`src/rtl/mode_strap_pkg.sv`:
```
package mode_strap_pkg;

   typedef enum logic [2:0] {
      ST_IDLE    = 3'd0,
      ST_HOLDOFF = 3'd1,
      ST_WINDOW  = 3'd2,
      ST_DUAL    = 3'd3,
      ST_TP_OFF  = 3'd4,
      ST_TP_SOFT = 3'd5,
      ST_TP_ON   = 3'd6
   } strap_state_e;

   typedef struct packed {
      logic weak_dn;
      logic strong_dn;
      logic soft_src;
      logic strong_up;
      logic hiz;
   } pin_cmd_t;

   typedef struct packed {
      logic valid;
      logic two_phase;
   } mode_t;

endpackage

```
`src/rtl/strap_sync.sv`:
```
module strap_sync #(
   parameter int WIDTH  = 8,
   parameter int STAGES = 2
) (
   input  logic             clk,
   input  logic             rst_n,
   input  logic [WIDTH-1:0] d_in,
   output logic [WIDTH-1:0] q_out
);

   if (WIDTH < 1) begin : g_bad_width
      $error("strap_sync: WIDTH must be at least 1");
   end
   if (STAGES < 0 || STAGES > 4) begin : g_bad_stages
      $error("strap_sync: STAGES must lie in 0..4");
   end

   if (STAGES == 0) begin : g_bypass
      assign q_out = d_in;
   end else begin : g_chain
      logic [STAGES-1:0][WIDTH-1:0] chain_q;

      always_ff @(posedge clk or negedge rst_n) begin
         if (!rst_n) begin
            chain_q <= '0;
         end else begin
            chain_q[0] <= d_in;
            for (int s = 1; s < STAGES; s++) begin
               chain_q[s] <= chain_q[s-1];
            end
         end
      end

      assign q_out = chain_q[STAGES-1];
   end

endmodule

```
`src/rtl/strap_timer.sv`:
```
module strap_timer #(
   parameter int CNT_W = 8
) (
   input  logic             clk,
   input  logic             rst_n,
   input  logic             clear,
   input  logic [CNT_W-1:0] last_val,
   output logic             at_last
);

   if (CNT_W < 1) begin : g_bad_cnt_w
      $error("strap_timer: CNT_W must be at least 1");
   end

   logic [CNT_W-1:0] cnt_q;

   always_ff @(posedge clk or negedge rst_n) begin
      if (!rst_n) begin
         cnt_q <= '0;
      end else if (clear) begin
         cnt_q <= '0;
      end else if (cnt_q != last_val) begin
         cnt_q <= cnt_q + 1'b1;
      end
   end

   assign at_last = (cnt_q == last_val);

endmodule

```
`src/rtl/strap_pin_decode.sv`:
```
module strap_pin_decode
   import mode_strap_pkg::*;
(
   input  strap_state_e state,
   output pin_cmd_t     pin_cmd,
   output mode_t        mode
);

   always_comb begin
      pin_cmd = '0;
      mode    = '0;
      unique case (state)
         ST_HOLDOFF: pin_cmd.hiz = 1'b1;
         ST_WINDOW:  pin_cmd.weak_dn = 1'b1;
         ST_DUAL: begin
            pin_cmd.hiz = 1'b1;
            mode.valid  = 1'b1;
         end
         ST_TP_OFF: begin
            pin_cmd.strong_dn = 1'b1;
            mode.valid        = 1'b1;
            mode.two_phase    = 1'b1;
         end
         ST_TP_SOFT: begin
            pin_cmd.soft_src = 1'b1;
            mode.valid       = 1'b1;
            mode.two_phase   = 1'b1;
         end
         ST_TP_ON: begin
            pin_cmd.strong_up = 1'b1;
            mode.valid        = 1'b1;
            mode.two_phase    = 1'b1;
         end
         default: pin_cmd.hiz = 1'b1;
      endcase
   end

endmodule

```
`src/rtl/mode_strap_seq.sv`:
```
module mode_strap_seq
   import mode_strap_pkg::*;
#(
   parameter int DLY_CYC     = 700,
   parameter int WIN_CYC     = 10600,
   parameter int SYNC_STAGES = 2
) (
   input  logic clk,
   input  logic rst_n,
   input  logic vin_ok,
   input  logic vcc_ok,
   input  logic en_a,
   input  logic en_b,
   input  logic pg_a,
   input  logic pg_b,
   input  logic sense_gt_lo,
   input  logic sense_gt_hi,
   output logic mode_valid,
   output logic two_phase,
   output logic pin_weak_dn,
   output logic pin_strong_dn,
   output logic pin_soft_src,
   output logic pin_strong_up,
   output logic pin_hiz
);

   localparam int MAX_CYC = (DLY_CYC > WIN_CYC) ? DLY_CYC : WIN_CYC;
   localparam int CNT_W   = $clog2(MAX_CYC + 1);
   localparam int N_IN    = 8;
   localparam logic [CNT_W-1:0] DLY_LAST = CNT_W'(DLY_CYC - 1);
   localparam logic [CNT_W-1:0] WIN_LAST = CNT_W'(WIN_CYC - 1);

   if (DLY_CYC < 1) begin : g_bad_dly
      $error("mode_strap_seq: DLY_CYC must be at least 1");
   end
   if (WIN_CYC < 1) begin : g_bad_win
      $error("mode_strap_seq: WIN_CYC must be at least 1");
   end

   // synchronised inputs
   logic [N_IN-1:0] raw_in, syn_in;
   logic vin_s, vcc_s, en_a_s, en_b_s, pg_a_s, pg_b_s, lo_s, hi_s;

   assign raw_in = {vin_ok, vcc_ok, en_a, en_b, pg_a, pg_b, sense_gt_lo, sense_gt_hi};

   strap_sync #(.WIDTH(N_IN), .STAGES(SYNC_STAGES)) i_sync (
      .clk   (clk),
      .rst_n (rst_n),
      .d_in  (raw_in),
      .q_out (syn_in)
   );

   assign {vin_s, vcc_s, en_a_s, en_b_s, pg_a_s, pg_b_s, lo_s, hi_s} = syn_in;

   logic supply_ok_s, any_en_s, pg_both_s;
   assign supply_ok_s = vin_s & vcc_s;
   assign any_en_s    = en_a_s | en_b_s;
   assign pg_both_s   = pg_a_s & pg_b_s;

   // sequencing state
   strap_state_e state_q, state_d;
   logic         tmr_last, tmr_clr;
   logic [CNT_W-1:0] tmr_limit;

   assign tmr_limit = (state_q == ST_WINDOW) ? WIN_LAST : DLY_LAST;
   assign tmr_clr   = (state_d != state_q) ||
                      !((state_q == ST_HOLDOFF) || (state_q == ST_WINDOW));

   strap_timer #(.CNT_W(CNT_W)) i_timer (
      .clk      (clk),
      .rst_n    (rst_n),
      .clear    (tmr_clr),
      .last_val (tmr_limit),
      .at_last  (tmr_last)
   );

   always_comb begin
      state_d = state_q;
      if (!supply_ok_s) begin
         state_d = ST_IDLE;
      end else begin
         unique case (state_q)
            ST_IDLE: begin
               if (any_en_s) state_d = ST_HOLDOFF;
            end
            ST_HOLDOFF: begin
               if (!any_en_s)     state_d = ST_IDLE;
               else if (tmr_last) state_d = ST_WINDOW;
            end
            ST_WINDOW: begin
               if (!any_en_s)     state_d = ST_IDLE;
               else if (tmr_last) state_d = lo_s ? ST_DUAL : ST_TP_OFF;
            end
            ST_DUAL: state_d = ST_DUAL;
            ST_TP_OFF: begin
               if (pg_both_s) state_d = ST_TP_SOFT;
            end
            ST_TP_SOFT: begin
               if (!pg_both_s) state_d = ST_TP_OFF;
               else if (hi_s)  state_d = ST_TP_ON;
            end
            ST_TP_ON: begin
               if (!pg_both_s) state_d = ST_TP_OFF;
            end
            default: state_d = ST_IDLE;
         endcase
      end
   end

   always_ff @(posedge clk or negedge rst_n) begin
      if (!rst_n) state_q <= ST_IDLE;
      else        state_q <= state_d;
   end

   // output decode
   pin_cmd_t pin_cmd;
   mode_t    mode;

   strap_pin_decode i_decode (
      .state   (state_q),
      .pin_cmd (pin_cmd),
      .mode    (mode)
   );

   assign mode_valid    = mode.valid;
   assign two_phase     = mode.two_phase;
   assign pin_weak_dn   = pin_cmd.weak_dn;
   assign pin_strong_dn = pin_cmd.strong_dn;
   assign pin_soft_src  = pin_cmd.soft_src;
   assign pin_strong_up = pin_cmd.strong_up;
   assign pin_hiz       = pin_cmd.hiz;

endmodule

```
`config.mk`:
```
export PLATFORM = sky130hd
export DESIGN_NAME = mode_strap_seq
export DESIGN_NICKNAME = d
export VERILOG_FILES = /design/src/rtl/mode_strap_pkg.sv /design/src/rtl/strap_sync.sv /design/src/rtl/strap_timer.sv /design/src/rtl/strap_pin_decode.sv /design/src/rtl/mode_strap_seq.sv
export SDC_FILE = /design/constraint.sdc
export NUM_CORES = 1
export LEC_CHECK = 0
export BUFFER_PORTS_ARGS = -buffer_cell sky130_fd_sc_hd__buf_2
export CORE_ASPECT_RATIO = 1.5
export CORE_UTILIZATION = 52
export DETAILED_ROUTE_END_ITERATION = 10
export HOLD_SLACK_MARGIN = 0.1
export PLACE_DENSITY = 0.82
export SLEW_MARGIN = 15
export SYNTH_ARGS = -nofsm -noshare
export SYNTH_HDL_FRONTEND = slang
export SYNTH_HIERARCHICAL = 1
export SYNTH_SLANG_ARGS = --single-unit
```
`constraint.sdc`:
```
create_clock -name clk -period 3.5 [get_ports clk]
set_input_delay 0.175 -clock clk [delete_from_list [all_inputs] [get_ports clk]]
set_output_delay 0.175 -clock clk [all_outputs]
set_load 0.01 [all_outputs]
```
==> tab_implementation.tex, run 1 <==
\begin{tabular}{lr}
\hline
Metric & Value \\
\hline
\multicolumn{2}{l}{\textbf{Worst setup path}} \\
Largest fanout on the critical path & 14 \\
Critical path launch point type & flop \\
Path depth of the worst reg2reg path & 12 \\
Element type at the critical path end & flop \\
Launch point of the worst path & state\_q[1] \\
FF-to-FF setup slack & 0.47 ns \\
Crit path required time & 3.68 ns \\
Worst setup path class & flop to flop \\
RR Endpoint & i\_timer/cnt\_q[6] \\
Data arrival time of the worst path & 3.21 ns \\
Critical Path Sink & i\_timer/cnt\_q[6] \\
Worst reg2reg startpoint & state\_q[1] \\
\multicolumn{2}{l}{\textbf{Power and ir drop}} \\
Internal portion of total power & 0.693 mW \\
P\_sw & 0.169 mW \\
Net Sw Frac & 19.6\% \\
Share of power burned in registers & 46.0\% \\
Power density cells & 429 mW/mm\^{}2 \\
Peak supply drop & 0.000418 V \\
Clock network fraction of total power & 50.4\% \\
LEAKAGE & 0.806 nW \\
Combinational power share & 3.7\% \\
\multicolumn{2}{l}{\textbf{Drt}} \\
First drt pass iteration count & 4 \\
Via Count & 1258 \\
Drt total wl & 2990 um \\
Number of antenna-violating nets in the routed design & 0 \\
Average via count per standard cell & 5.40 \\
First-iteration detailed-routing DRC count & 35 \\
DRC Markers & 0 \\
Per-cell routed wire length & 12.8 um \\
\multicolumn{2}{l}{\textbf{GRT}} \\
Largest net degree at the start of global routing & 34 \\
First-pass GRT wire length & 5200 um \\
Aggregate global-route resource usage & 20.0\% \\
Grt total ovfl & 0 \\
Initial antenna violation count & 0 \\
Vias in the first global route & 1235 \\
\multicolumn{2}{l}{\textbf{Timing}} \\
Setup violations, final & 0 \\
Worst hold margin & 0.344 ns \\
Setup TNS & 0 ns \\
Fin. max-slew vios & 0 \\
Clock skew & 0.00690 ns \\
Max transition margin & 54.6\% \\
F\_max & 330 MHz \\
Post-route fraction of the period consumed by the critical path & 86.5\% \\
Worst-Margin Slew & 0.681 ns \\
Final number of hold-violating endpoints & 0 \\
Setup repair after global routing missed its margin & no \\
Final critical-path required period & 3.03 ns \\
\multicolumn{2}{l}{\textbf{Worst hold path}} \\
Type of the worst min-delay path & flop to flop \\
\multicolumn{2}{l}{\textbf{Die}} \\
Horizontal die dimension & 49 um \\
Std-Cell Core Area & 0.00316 mm\^{}2 \\
Row cnt & 25 \\
Starting density of the core & 54.5\% \\
Vertical die dimension & 72.5 um \\
Area of the die & 0.00355 mm\^{}2 \\
Number of I/O pins & 17 \\
\multicolumn{2}{l}{\textbf{Logic synthesis}} \\
Main area contributors after synthesis & dfrtp\_1 (48\%), xnor2\_1 (7.1\%), or3\_2 (5.2\%) \\
Average footprint of a synthesized cell & 10.4 um\^{}2 \\
Area share of the largest cell type after synthesis & 47.9\% \\
Proportion of synthesized chip area in sequential cells & 47.9\% \\
EDFF count, synth & 0 \\
Number of unique standard cell types used by synthesis & 38 \\
Synthesis Warnings & 6 \\
Gate count after technology mapping & 166 \\
Fraction of synthesis flops using an asynchronous set or reset pin & 100\% \\
Summed instance area of the synthesized netlist & 0.00172 mm\^{}2 \\
Number of flip-flops and latches in the synthesized netlist & 33 \\
Synth area leader & dfrtp\_1 \\
Most used standard cells in the synthesized netlist & dfrtp\_1 (33), a21oi\_1 (14), xnor2\_1 (14) \\
Leading cell type by number of instances after synthesis & dfrtp\_1 \\
Top flip-flop cell by instance count after synthesis & dfrtp\_1 \\
\multicolumn{2}{l}{\textbf{Clock network}} \\
CTS tree & done \\
Number of clock buffers inserted by TritonCTS & 5 \\
Longest Clk Path Bufs & 2 \\
Worst-Skew Late Latency & 0.29 ns \\
Resize count post-CTS & 0 \\
Clock transition at path regs & 0.07 ns \\
\# clock sinks & 33 \\
Cell chosen for the clock root & clkbuf\_8 \\
H-tree levels & 2 \\
Hold-fix buffers, CTS & 9 \\
Post-CTS setup buffer count & 0 \\
\multicolumn{2}{l}{\textbf{Final layout}} \\
Fin util & 63.6\% \\
Layout cell share with drive strength beyond 1 & 26.9\% \\
Antenna diode count & 0 \\
\# nets final & 203 \\
Layout area overhead & 16.7\% \\
\multicolumn{2}{l}{\textbf{Job}} \\
Max Cap Violations & 0 \\
\multicolumn{2}{l}{\textbf{Placed design}} \\
Final GP Congestion & 0.937 \\
Number of buffers inserted by port buffering & 16 \\
DP Wirelength & 2020 um \\
\multicolumn{2}{l}{\textbf{Outcome}} \\
Result of the run & complete, no violations \\
\hline
\end{tabular}
==> per-layer routing <==
metal	vias up	global-route usage [%]	wire length, um
met3	8	5.45	125
met2	42	32.1	1480
met1	585	22.5	1300
met5	-	0	0
met4	0	15.4	85
li1	623	-	-
==> state kept, by name (all words and copies together) (netlist names) <==
name	cells
i_sync/g_chain.chain_q	8
i_timer/cnt_q	14
state_q	3
i_sync/q_out	8
==> power groups by stage <==
stage / clock, mW / sequential [mW] / combinational, mW
5_1_grt: 0.462 / 0.397 / 0.0356
4_1_cts: 0.443 / 0.396 / 0.0315
2_1_floorplan: 0 / 0.402 / 0.0173
3_3_place_gp: 0 / 0.403 / 0.0232
3_5_place_dp: 0 / 0.404 / 0.0238
6_report: 0.434 / 0.396 / 0.0315
==> stage by stage <==
stage / cell area (um^2) / power, mW / std cells / worst slack (ns)
floorplan: 1740 / 0.419 / 169 / 0.125
global placement: 1780 / 0.426 / 216 / 0.701
detailed placement: 1780 / 0.427 / 216 / 0.545
CTS: 2010 / 0.871 / 233 / 0.521
global route: 2010 / 0.895 / 233 / 0.241
finish: 2010 / 0.862 / 233 / 0.471
==> final cells by class <==
type	instances	area, um^2
fill	252	1150
sequential	33	826
multi-input combinational	120	790
timing repair buffer	28	193
clock buffer	5	68.8
clock inverter	3	68.8
tap	40	50.0
inverter	4	15.0
==> logic make-up after synthesis <==
kind of cell	share of synthesized area [%]
AOI/OAI and AO/OA	11.1
DFF	47.9
muxes	1.16
adders and majority gates	0.726
other	0.436
xor gates and xnor gates	8.57
buffers and inverters	7.04
and+or+nand+nor	23.0
==> worst min path at each step <==
| stage | from | depth (start not counted) | to |
|---|---|---|---|
| after floorplan | rst_n | 0 | i_sync/g_chain.chain_q[0] |
| after global placement | rst_n | 1 | i_sync/g_chain.chain_q[2] |
| after detailed placement | rst_n | 1 | i_sync/g_chain.chain_q[7] |
| after CTS | i_sync/g_chain.chain_q[6] | 0 | i_sync/q_out[6] |
| after global routing | i_sync/g_chain.chain_q[6] | 0 | i_sync/q_out[6] |
| final | i_sync/g_chain.chain_q[6] | 0 | i_sync/q_out[6] |
==> worst max-delay path, stage by stage (launching register included) <==
cell and delay, ns:
dfrtp_1 0.56, nand2b_1 0.17, nor2_2 0.13, buf_4 0.18
xnor2_1 0.14, nand4_2 0.14, nor4_4 0.43, nor2b_1 0.24
o211ai_1 0.16, and3_1 0.20, a31oi_1 0.15, buf_4 0.22
o21ba_2 0.18
==> cell usage in the layout (no fill, tap or decap), types with 5 or more instances in the layout <==
master,n
a21oi_1,14
conb_1,5
nand4_1,5
nand3_1,8
or3_2,12
o21ai_0,13
buf_2,16
dlygate4sd3_1,9
nand2_1,9
nor2_1,6
xnor2_1,14
clkbuf_8,5
dfrtp_1,33
Power figures use the tool's default switching activity.
==> inputs of run 2 (changes only) <==
--- a/config.mk
+++ b/config.mk
@@ -7,10 +7,10 @@
 export LEC_CHECK = 0
 export BUFFER_PORTS_ARGS = -buffer_cell sky130_fd_sc_hd__buf_2
 export CORE_ASPECT_RATIO = 1.5
-export CORE_UTILIZATION = 52
+export CORE_UTILIZATION = 35
 export DETAILED_ROUTE_END_ITERATION = 10
 export HOLD_SLACK_MARGIN = 0.1
-export PLACE_DENSITY = 0.82
+export RECOVER_POWER = 50
 export SLEW_MARGIN = 15
 export SYNTH_ARGS = -nofsm -noshare
 export SYNTH_HDL_FRONTEND = slang
==> tab_implementation.tex, run 2 (synthesis results as in run 1) <==
\begin{tabular}{lr}
\hline
Metric & Value \\
\hline
\multicolumn{2}{l}{\textbf{Outcome}} \\
Result of the run & finished with violations \\
Violations in the final reports & capacitance limit, slew limit \\
\multicolumn{2}{l}{\textbf{Worst setup path}} \\
Cell seen most often among critical-path stages & buf\_4 \\
Worst-path cell with the longest stage delay & dfrtp\_1 \\
Largest fanout on the critical path & 14 \\
Biggest cell delay along the critical path & 0.58 ns \\
Crit path required time & 3.68 ns \\
Worst setup path class & flop to flop \\
Path depth of the worst reg2reg path & 12 \\
Element type at the critical path end & flop \\
Cell-by-cell trace of the critical path & nand2b\_1 > nor2\_2 > buf\_4 > xnor2\_1 > nand4\_2 > nor4\_4 > nor2b\_1 > o211ai\_1 > and3\_1 > a31oi\_1 > buf\_4 > o21ba\_2 \\
Data arrival time of the worst path & 3.12 ns \\
Critical path launch point type & flop \\
\multicolumn{2}{l}{\textbf{Final layout}} \\
Layout cell share with drive strength beyond 1 & 26.4\% \\
Layout area overhead & 17.1\% \\
Most used cells in the layout excluding fill and tap cells & dfrtp\_1 (33), buf\_2 (15), a21oi\_1 (14), xnor2\_1 (14), o21ai\_0 (13) \\
Antenna diode count & 0 \\
Largest register FFs & 14 \\
Top register by number of flip-flops & i\_timer/cnt\_q \\
\# nets final & 203 \\
Most frequent standard cell in the layout excluding fill and tap cells & dfrtp\_1 \\
Post-layout instance count excluding filler cells & 257 \\
\multicolumn{2}{l}{\textbf{Drt}} \\
Average via count per standard cell & 4.95 \\
First drt pass iteration count & 4 \\
First-iteration detailed-routing DRC count & 21 \\
Number of antenna-violating nets in the routed design & 0 \\
Drt total wl & 3120 um \\
Via Count & 1272 \\
DRC Markers & 0 \\
Per-cell routed wire length & 12.2 um \\
\multicolumn{2}{l}{\textbf{GRT}} \\
Vias in the first global route & 1223 \\
Initial antenna violation count & 0 \\
Aggregate global-route resource usage & 14.1\% \\
Grt total ovfl & 0 \\
First-pass GRT wire length & 5450 um \\
Largest net degree at the start of global routing & 34 \\
\multicolumn{2}{l}{\textbf{Timing}} \\
Setup violations, final & 0 \\
Worst hold margin & 0.351 ns \\
F\_max & 340 MHz \\
Final number of hold-violating endpoints & 0 \\
Max transition margin & -15.7\% \\
Worst-Margin Slew & 1.74 ns \\
Final critical-path required period & 2.94 ns \\
Setup TNS & 0 ns \\
Fin. max-slew vios & 34 \\
Clock skew & 0.00208 ns \\
Setup repair after global routing missed its margin & no \\
Post-route fraction of the period consumed by the critical path & 84.0\% \\
\multicolumn{2}{l}{\textbf{Worst hold path}} \\
Hold depth & 0 \\
Type of the worst min-delay path & flop to flop \\
\multicolumn{2}{l}{\textbf{Placed design}} \\
Cell Count Post-Placement & 240 \\
Number of buffers inserted by port buffering & 16 \\
Final GP Congestion & 0.934 \\
DP Wirelength & 2110 um \\
\multicolumn{2}{l}{\textbf{Clock network}} \\
Longest Clk Path Bufs & 2 \\
Cell chosen for the clock root & clkbuf\_8 \\
Number of clock buffers inserted by TritonCTS & 5 \\
Post-CTS setup buffer count & 0 \\
\# clock sinks & 33 \\
Resize count post-CTS & 0 \\
Worst-Skew Late Latency & 0.28 ns \\
Clock transition at path regs & 0.07 ns \\
H-tree levels & 2 \\
CTS tree & done \\
\multicolumn{2}{l}{\textbf{Die}} \\
Std-Cell Core Area & 0.00462 mm\^{}2 \\
Starting density of the core & 37.3\% \\
Number of I/O pins & 17 \\
Vertical die dimension & 87.9 um \\
Row cnt & 30 \\
Area of the die & 0.00521 mm\^{}2 \\
Horizontal die dimension & 59.3 um \\
\multicolumn{2}{l}{\textbf{Power and ir drop}} \\
LEAKAGE & 0.789 nW \\
Power density cells & 390 mW/mm\^{}2 \\
Peak supply drop & 0.000269 V \\
\multicolumn{2}{l}{\textbf{Job}} \\
Max Cap Violations & 1 \\
\hline
\end{tabular}
==> run 2: changes by cell type in the layout (fill, tap and decap cells not counted) <==
cell        previous run  this run
buf_2                 16        15
bufinv_16              2         1
clkbuf_1               0         1
clkinv_4               0         1
clkinvlp_4             0         1
inv_6                  1         0
==> run 2: repair_timing <==
action                                  4_1_cts  5_1_grt
hold buffers                                  9        0
endpoints found under the setup margin        0        0
endpoints found under the hold margin        41        0
==> run 2: final timing paths <==
check	from	end	slack [ns]
setup / recovery	state_q[1]	i_timer/cnt_q[6]	0.56
hold / removal	i_sync/g_chain.chain_q[3]	i_sync/q_out[3]	0.35
setup reg to reg	state_q[1]	i_timer/cnt_q[6]	0.56
hold reg to reg	i_sync/g_chain.chain_q[3]	i_sync/q_out[3]	0.35
max in group asynchronous	rst_n	state_q[0]	1.62
min in group asynchronous	rst_n	i_timer/cnt_q[0]	0.88
==> run 2: cell type report <==
class	instances	area, um^2
tap	64	80.1
fill	437	2600
inverter	4	15.0
clock buffer	5	68.8
timing repair buffer	28	191
sequential	33	826
clock inverter	3	46.3
multi-input combinational	120	790
==> run 2: per-stage QoR <==
stage / worst slack [ns] / instance area, um^2 / utilization [%] / total power [mW]
CTS: 0.552 / 2020 / 43.7 / 0.798
floorplan: 0.125 / 1740 / - / 0.419
global route: 0.310 / 2020 / 43.7 / 0.824
global placement: 0.623 / 1810 / 39.3 / 0.428
finish: 0.560 / 2020 / 43.7 / 0.786
detailed placement: 0.582 / 1810 / 39.3 / 0.429
==> run 2: routing by layer <==
metal / routed length [um] / share of wire (%) / track usage [%]
met5: 0 / 0 / 0
met1: 1350 / 43 / 15.8
met2: 1640 / 52 / 24.5
met4: 76 / 2.4 / 7.14
met3: 60 / 1.9 / 3.10
==> run 2: power breakdown <==
part	internal (mW)	switching (mW)	total [mW]	leakage [nW]
registers	0.391	0.00508	0.396	0.423
logic	0.0151	0.0165	0.0316	0.311
clock network	0.213	0.145	0.358	0.0543
total	0.619	0.167	0.786	0.789
==> run 2: critical path, delay by kind of cell (launching register included) <==
| family | cells | cell delay [ns] |
|---|---|---|
| xor+xnor | 1 | 0.14 |
| compound gates | 3 | 0.47 |
| flops | 1 | 0.58 |
| buf+inv | 2 | 0.41 |
| simple gates | 6 | 1.24 |
==> inputs of run 3 (changes only) <==
==> constraint.sdc (replaced) <==
create_clock -name clk -period 2.7 [get_ports clk]
set_input_delay 0.135 -clock clk [delete_from_list [all_inputs] [get_ports clk]]
set_output_delay 0.135 -clock clk [all_outputs]
set_load 0.01 [all_outputs]
==> tab_implementation.tex, run 3 (synthesis results as in run 1) <==
\begin{tabular}{lr}
\hline
Metric & Value \\
\hline
\multicolumn{2}{l}{\textbf{Clock network}} \\
H-tree levels & 2 \\
CTS tree & done \\
Worst-Skew Late Latency & 0.28 ns \\
Number of clock buffers inserted by TritonCTS & 5 \\
Clock transition at path regs & 0.07 ns \\
Longest Clk Path Bufs & 2 \\
\# clock sinks & 33 \\
Cell chosen for the clock root & clkbuf\_8 \\
\multicolumn{2}{l}{\textbf{Die}} \\
Area of the die & 0.00521 mm\^{}2 \\
Number of I/O pins & 17 \\
Vertical die dimension & 87.9 um \\
Starting density of the core & 37.3\% \\
Std-Cell Core Area & 0.00462 mm\^{}2 \\
Row cnt & 30 \\
Horizontal die dimension & 59.3 um \\
\multicolumn{2}{l}{\textbf{Drt}} \\
First drt pass iteration count & 4 \\
DRC Markers & 0 \\
Via Count & 1268 \\
Number of antenna-violating nets in the routed design & 0 \\
Drt total wl & 3220 um \\
Per-cell routed wire length & 12.2 um \\
First-iteration detailed-routing DRC count & 15 \\
Average via count per standard cell & 4.78 \\
\multicolumn{2}{l}{\textbf{Final layout}} \\
Most frequent standard cell in the layout excluding fill and tap cells & dfrtp\_1 \\
\# nets final & 211 \\
Fin util & 46.5\% \\
Layout area overhead & 24.6\% \\
Largest register FFs & 14 \\
Most used cells in the layout excluding fill and tap cells & dfrtp\_1 (32), buf\_2 (15), a21oi\_1 (14), xnor2\_1 (14), o21ai\_0 (13) \\
Top register by number of flip-flops & i\_timer/cnt\_q \\
Layout cell share with drive strength beyond 1 & 31.8\% \\
Post-route cell area & 0.00215 mm\^{}2 \\
Antenna diode count & 0 \\
\multicolumn{2}{l}{\textbf{Timing}} \\
Worst-Margin Slew & 1.74 ns \\
F\_max & 405 MHz \\
Clock skew & 0.00542 ns \\
Fin. max-slew vios & 34 \\
Final number of hold-violating endpoints & 0 \\
Setup violations, final & 0 \\
Worst hold margin & 0.349 ns \\
Final critical-path required period & 2.47 ns \\
Post-route fraction of the period consumed by the critical path & 91.4\% \\
Setup repair after global routing missed its margin & no \\
Max transition margin & -16.2\% \\
\multicolumn{2}{l}{\textbf{Worst setup path}} \\
Largest fanout on the critical path & 7 \\
Worst path bufs/invs & 4 \\
Worst setup path class & flop to flop \\
Critical Path Sink & i\_timer/cnt\_q[4] \\
Path depth of the worst reg2reg path & 13 \\
Crit path required time & 2.87 ns \\
Stages on worst setup path & 13 \\
Critical path launch point type & flop \\
RR Endpoint & i\_timer/cnt\_q[4] \\
Worst reg2reg startpoint & state\_q[0] \\
Cell-by-cell trace of the critical path & nand2b\_4 > nor2\_4 > inv\_2 > xnor2\_1 > nand4\_2 > nor4\_4 > buf\_4 > buf\_4 > a21oi\_1 > and3\_1 > a31oi\_4 > buf\_6 > a21oi\_1 \\
Data arrival time of the worst path & 2.63 ns \\
FF-to-FF setup slack & 0.23 ns \\
Element type at the critical path end & flop \\
Biggest cell delay along the critical path & 0.40 ns \\
Launch point of the worst path & state\_q[0] \\
Crit-path leading delay family & simple AND/OR/NAND/NOR gates \\
Worst-path cell with the longest stage delay & dfrtp\_2 \\
\multicolumn{2}{l}{\textbf{GRT}} \\
Aggregate global-route resource usage & 14.7\% \\
Initial antenna violation count & 0 \\
First-pass GRT wire length & 5780 um \\
Vias in the first global route & 1285 \\
Largest net degree at the start of global routing & 34 \\
Grt total ovfl & 0 \\
\multicolumn{2}{l}{\textbf{Job}} \\
Max Cap Violations & 1 \\
\multicolumn{2}{l}{\textbf{Placed design}} \\
DP Wirelength & 2300 um \\
Number of buffers inserted by port buffering & 16 \\
Instance area at placement & 0.00189 mm\^{}2 \\
Final GP Congestion & 0.821 \\
\multicolumn{2}{l}{\textbf{Outcome}} \\
Violations in the final reports & capacitance limit, slew limit \\
Result of the run & finished with violations \\
\multicolumn{2}{l}{\textbf{Power and ir drop}} \\
Power density cells & 522 mW/mm\^{}2 \\
Peak supply drop & 0.000394 V \\
LEAKAGE & 0.854 nW \\
\multicolumn{2}{l}{\textbf{Worst hold path}} \\
Type of the worst min-delay path & flop to flop \\
\hline
\end{tabular}
==> run 3: cell types whose count changed in the layout (fill, tap and decap cells not counted), sizes merged <==
cell      delta
bufinv       +1
clkinvlp     -1
inv          +1
clkinv       -1
buf          +8
==> run 3: final cells by class <==
class                   count  area [um^2]
flip-flops and latches     33          827
inverters                   4         15.0
multi-input cells         120          825
clock inverters             3         68.8
clock buffers               5         68.8
repair buffers             36          263
fillers                   440         2470
well taps                  64         80.1
==> run 3: report_power, final <==
group	switching, mW	internal, mW	leakage, nW	total, mW
Combinational	0.0242	0.0220	0.364	0.0462
Sequential	0.00553	0.507	0.422	0.513
Clock	0.191	0.372	0.0687	0.562
==> run 3: worst min path at each step <==
| stage | startpoint | depth (start not counted) | slack (ns) | endpoint |
|---|---|---|---|---|
| CTS | i_sync/g_chain.chain_q[4] | 0 | 0.35 | i_sync/q_out[4] |
| finish | i_sync/g_chain.chain_q[2] | 0 | 0.35 | i_sync/q_out[2] |
| global route | i_sync/g_chain.chain_q[2] | 0 | 0.36 | i_sync/q_out[2] |
| floorplan | rst_n | 0 | -0.16 | i_sync/g_chain.chain_q[0] |
| global placement | rst_n | 1 | 0.24 | i_timer/cnt_q[12] |
| detailed placement | rst_n | 1 | 0.24 | i_timer/cnt_q[12] |
==> run 3: stage by stage <==
step           total power [mW]  setup WS, ns  TNS (ns)  instances
2_1_floorplan             0.546        -0.205     -2.32        169
3_3_place_gp              0.559         0.233         0        246
3_5_place_dp              0.560         0.217         0        246
4_1_cts                    1.13         0.190         0        263
5_1_grt                    1.16       0.00660         0        265
6_report                   1.12         0.233         0        265
==> run 3: layer usage <==
metal	GRT usage (%)	share of wire [%]	up-vias
li1	-	-	640
met1	18.0	44	606
met2	24.6	52	15
met3	2.66	1.6	7
met4	6.71	2.2	0
met5	0	0	-
==> run 3: repair_timing <==
item	in CTS	in global routing
buffers inserted	0	2
endpoints found under the setup margin	0	3
endpoints found under the hold margin	41	0
hold buffers	9	0
resized for setup	0	3
